**src/rtl/rg_pkg.sv**
```systemverilog
package rg_pkg;
  localparam int unsigned QC_CNOT  = 1;
  localparam int unsigned QC_CCNOT = 5;
  localparam int unsigned QC_CSWAP = 5;
  localparam int unsigned QC_PAIR  = 4;

  typedef logic [1:0] line2_t;
  typedef logic [2:0] line3_t;
  typedef logic [3:0] line4_t;
endpackage

```
**src/rtl/rg_cnot.sv**
```systemverilog
module rg_cnot
  import rg_pkg::*;
#(
  parameter int unsigned QCOST = QC_CNOT
) (
  input  line2_t in_i,
  output line2_t out_o
);
  line2_t o;
  always_comb begin
    o[0] = in_i[0];
    o[1] = in_i[0] ^ in_i[1];
    out_o = o;
    // self-inverse: applying again must give the inputs back
    assert_cnot_inv_R1: assert ({o[1] ^ o[0], o[0]} == in_i)
      else $error("cnot inverse mismatch");
  end
endmodule

```
**src/rtl/rg_ccnot.sv**
```systemverilog
module rg_ccnot
  import rg_pkg::*;
#(
  parameter int unsigned QCOST = QC_CCNOT
) (
  input  line3_t in_i,
  output line3_t out_o
);
  line3_t o;
  always_comb begin
    o[0] = in_i[0];
    o[1] = in_i[1];
    o[2] = (in_i[0] & in_i[1]) ^ in_i[2];
    out_o = o;
    assert_ccnot_inv_R2: assert ({(o[0] & o[1]) ^ o[2], o[1], o[0]} == in_i)
      else $error("ccnot inverse mismatch");
  end
endmodule

```
**src/rtl/rg_cswap.sv**
```systemverilog
module rg_cswap
  import rg_pkg::*;
#(
  parameter int unsigned QCOST = QC_CSWAP
) (
  input  line3_t in_i,
  output line3_t out_o
);
  logic a, b, c;
  line3_t o, back;
  always_comb begin
    a = in_i[0];
    b = in_i[1];
    c = in_i[2];
    o[0] = a;
    o[1] = (a & c) ^ (~a & b);
    o[2] = (a & b) ^ (~a & c);
    out_o = o;
    back = o[0] ? {o[1], o[2], o[0]} : o;
    assert_cswap_inv_R3: assert (back == in_i)
      else $error("cswap inverse mismatch");
  end
endmodule

```
**src/rtl/rg_pair.sv**
```systemverilog
module rg_pair
  import rg_pkg::*;
#(
  parameter int unsigned QCOST = QC_PAIR
) (
  input  line3_t in_i,
  output line3_t out_o
);
  line3_t o;
  logic   b_rec;
  always_comb begin
    o[0] = in_i[0];
    o[1] = in_i[0] ^ in_i[1];
    o[2] = (in_i[0] & in_i[1]) ^ in_i[2];
    out_o = o;
    b_rec = o[0] ^ o[1];
    assert_pair_inv_R4: assert ({(o[0] & b_rec) ^ o[2], b_rec, o[0]} == in_i)
      else $error("pair inverse mismatch");
  end
endmodule

```
**src/rtl/rg_swx4.sv**
```systemverilog
module rg_swx4
  import rg_pkg::*;
(
  input  line4_t in_i,
  output line4_t out_o
);
  logic a, b, c, d, d_rec, t_rec;
  line4_t o, back;
  always_comb begin
    a = in_i[0];
    b = in_i[1];
    c = in_i[2];
    d = in_i[3];
    o[0] = a;
    o[1] = (~a & b) ^ (a & c);
    o[2] = (~a & b) ^ (a & c) ^ d;
    o[3] = (a & b) ^ (~a & c) ^ d;
    out_o = o;
    d_rec = o[1] ^ o[2];
    t_rec = o[3] ^ d_rec;
    back  = o[0] ? {d_rec, o[1], t_rec, o[0]} : {d_rec, t_rec, o[1], o[0]};
    assert_swx4_inv_R5: assert (back == in_i)
      else $error("swx4 inverse mismatch");
  end
endmodule

```
**src/rtl/rg_mix4.sv**
```systemverilog
module rg_mix4
  import rg_pkg::*;
(
  input  line4_t in_i,
  output line4_t out_o
);
  logic a, b, c, d;
  line4_t o;
  always_comb begin
    a = in_i[0];
    b = in_i[1];
    c = in_i[2];
    d = in_i[3];
    o[0] = a;
    o[1] = (~b & c) ^ (~a & b) ^ (a & ~b & c);
    o[2] = o[1] ^ d;
    o[3] = (~a & c) ^ (a & b);
    out_o = o;
    // with the control line high the second line collapses to zero
    assert_mix4_lock_R9: assert (!o[0] || (o[1] == 1'b0 && o[2] == d && o[3] == b))
      else $error("mix4 control-high collapse violated");
  end
endmodule

```
**src/rtl/rev_gate_bank.sv**
```systemverilog
module rev_gate_bank
  import rg_pkg::*;
(
  input  logic [1:0] cnot_i,
  output logic [1:0] cnot_o,
  input  logic [2:0] ccnot_i,
  output logic [2:0] ccnot_o,
  input  logic [2:0] cswap_i,
  output logic [2:0] cswap_o,
  input  logic [2:0] pair_i,
  output logic [2:0] pair_o,
  input  logic [3:0] swx4_i,
  output logic [3:0] swx4_o,
  input  logic [3:0] mix4_i,
  output logic [3:0] mix4_o
);
  rg_cnot  u_cnot  (.in_i(cnot_i),  .out_o(cnot_o));
  rg_ccnot u_ccnot (.in_i(ccnot_i), .out_o(ccnot_o));
  rg_cswap u_cswap (.in_i(cswap_i), .out_o(cswap_o));
  rg_pair  u_pair  (.in_i(pair_i),  .out_o(pair_o));
  rg_swx4  u_swx4  (.in_i(swx4_i),  .out_o(swx4_o));
  rg_mix4  u_mix4  (.in_i(mix4_i),  .out_o(mix4_o));

  always_comb begin
    assert_bank_pass_R7: assert (cnot_o[0] == cnot_i[0] && ccnot_o[0] == ccnot_i[0]
                                 && cswap_o[0] == cswap_i[0] && pair_o[0] == pair_i[0]
                                 && swx4_o[0] == swx4_i[0] && mix4_o[0] == mix4_i[0])
      else $error("first line not carried through");
  end
endmodule

```
**config.mk**
```make
export PLATFORM = sky130hd
export DESIGN_NAME = rev_gate_bank
export DESIGN_NICKNAME = d
export VERILOG_FILES = /design/src/rtl/rg_pkg.sv /design/src/rtl/rg_cnot.sv /design/src/rtl/rg_ccnot.sv /design/src/rtl/rg_cswap.sv /design/src/rtl/rg_pair.sv /design/src/rtl/rg_swx4.sv /design/src/rtl/rg_mix4.sv /design/src/rtl/rev_gate_bank.sv
export SDC_FILE = /design/constraint.sdc
export NUM_CORES = 1
export LEC_CHECK = 0
export ABC_AREA = 1
export CAP_MARGIN = 0
export CORE_AREA = 5 5 42 44
export DETAILED_ROUTE_END_ITERATION = 8
export DIE_AREA = 0 0 47 49
export DONT_BUFFER_PORTS = 1
export PLACE_DENSITY = 0.3
export SETUP_SLACK_MARGIN = 0.2
export SLEW_MARGIN = 20
export SYNTH_ARGS = -nofsm -noshare
export SYNTH_HDL_FRONTEND = slang
export SYNTH_SLANG_ARGS = --single-unit
```
**constraint.sdc**
```tcl
create_clock -name vclk -period 0.8
set_input_delay 0.16 -clock vclk [all_inputs]
set_output_delay 0.16 -clock vclk [all_outputs]
set_load 0.02 [all_outputs]
```
==> results.md <==
* Worst rel slew slack at 0.858
* Pre-CTS WS at 119 ps
* RSZ-0062 raised after global routing: yes
* Syn Nets at 63
* Hold Path Class: input port to output pin
* Setup TNS Final at 0 ps
* Commonest non-fill, non-tap cell in the layout: nand2_4
* Die ar. at 0.00230 mm^2
* CLK BUF at 0
* Antenna-violating nets left at 0
* Die height at 49 um
* Global route overflow at 0
* Cell Pwr Density at 615 mW/mm^2
* Delay-heaviest family, CP: XOR/XNOR gates
* Hold_buf cts at 0
* Slowest CP cell: xor2_4
* Startpoint Class: input port
* WL met2 at 572 um
* Vias in the first global route at 286
* Port Buffers at 0
* Library cells used by synthesis at 12
* FF/Latch Area at 0 um^2
* Largest net degree at the start of global routing at 6
* FILL cells at 151
* F_max at 1480 MHz
* Fraction of layout cells with a size suffix above 1 at 0.778
* Kind of critical path: input port to output pin
* Max Cap Viol at 0
* Cells along the critical path: ha_4, xor2_4
* Sw frac at 0.595
* Critical Path End Type: output pin
* Top Metal Used: met3
* Slew @ Worst Pin at 212 ps
* Detailed Place HPWL at 710 um
* Final WL at 813 um
* Initial core utilization at 0.161
* Clock network power share at 0
* Mapped cell area at 225 um^2
* Slew Limit Fails at 0
* Syn Inst Count at 43
* FFs & Latches at 0
* P&R area growth vs syn at 106%
* Iter 0 DRT Violations at 0
* DR vias/cell at 4.60
* Vias at 239
* Tcrit/Tclk final at 0.843
* Total GRT Usage at 0.0709
* CP arrival at 510 ps
* Internal power component at 115 uW
* Leakage at 0.182 nW
* Layout Utilization at 0.331
* Met1 Wirelength at 166 um
* Initial antenna violation count at 0
* Yosys Warn Count at 0
* DIE WIDTH at 47 um
* Post-CTS Setup Bufs at 0
* Combinational power share at 1.000
* Final net count at 58
* Core Area at 0.00140 mm^2
* Routed wl met3 at 74 um
* Run status: completed
* Routed wire per std cell at 15.6 um
* First-pass GRT wire length at 1240 um
* Crit-path max cell delay at 200 ps
* Reg power frac at 0
* Final min period at 674 ps
* DR pass1 iterations at 1
* CP Data Required Time at 640 ps
* Number of diodes at 0
* VDD IR max at 0.000214 V
* Switching power at 170 uW
* Area of the multi-input gates at 380 um^2
* Hold Violations, Final at 0
* DRC Markers at 0
* CP max FO at 2
* Final setup fails at 0
* Syn avg cell area at 5.24 um^2
* Crit path buf inv count at 0
* Boundary Pins at 38
* Final WS setup at 126 ps
* Placement Rows at 14
* Gpl congestion at 0.668
* Most frequent cells in the layout: 8 x nand2_4, 4 x inv_1
* Sequential-to-total area share from yosys stat at 0
## cell families after synthesis
family                     synth area share
AOI/OAI and AO/OA                    0.0888
xor gates and xnor gates              0.117
adders and majority gates            0.0555
buffers and inverters                 0.367
and+or+nand+nor                       0.372
## power by group through the flow
stage | combinational (mW) | clock [mW] | sequential (mW)
2_1_floorplan | 0.259 | 0 | 0
3_3_place_gp | 0.219 | 0 | 0
3_5_place_dp | 0.227 | 0 | 0
4_1_cts | 0.269 | 0 | 0
5_1_grt | 0.300 | 0 | 0
6_report | 0.285 | 0 | 0
## per-stage QoR
step | cell area, um^2 | hold WS (ps) | cells | total power, mW
global route | 464 | 320 | 52 | 0.300
detailed placement | 330 | 320 | 52 | 0.227
global placement | 330 | 320 | 52 | 0.219
finish | 464 | 320 | 52 | 0.285
CTS | 415 | 320 | 52 | 0.269
floorplan | 363 | 377 | 43 | 0.259
## area by class of cell
cell class         instances  area share
multi-input cells         28       0.819
inverters                  8       0.137
well taps                 16      0.0431
## layer usage
metal  GRT usage  up-vias
met3      0.0148        0
met4           0        0
met1      0.0458      114
met5           0        -
li1            -      108
met2       0.172       17
## worst paths after layout
check / from / to / slack (ps) / depth (start not counted)
max: pair_i[0] / pair_o[2] / 130 / 2
min: ccnot_i[0] / ccnot_o[0] / 320 / 0
## timing repair
item                                    in CTS  in global routing
gates resized for setup                     15                  9
gates cloned                                 0                  0
pin swaps                                    7                  4
endpoints found under the hold margin        0                  0
endpoints found under the setup margin       8                  7
## synth_stat cells
| cell type | count | area [um^2] |
|---|---|---|
| a21oi_1 | 1 | 5.00 |
| buf_4 | 7 | 52.6 |
| ha_1 | 1 | 12.5 |
| inv_1 | 8 | 30.0 |
| nand2_1 | 14 | 52.6 |
| nand2_2 | 2 | 12.5 |
| nand3_1 | 3 | 15.0 |
| nor2_1 | 1 | 3.75 |
| o21ai_0 | 2 | 10.0 |
| o21ai_1 | 1 | 5.00 |
| xnor2_1 | 1 | 8.76 |
| xor2_1 | 2 | 17.5 |
(Power assumes the default switching activity.)
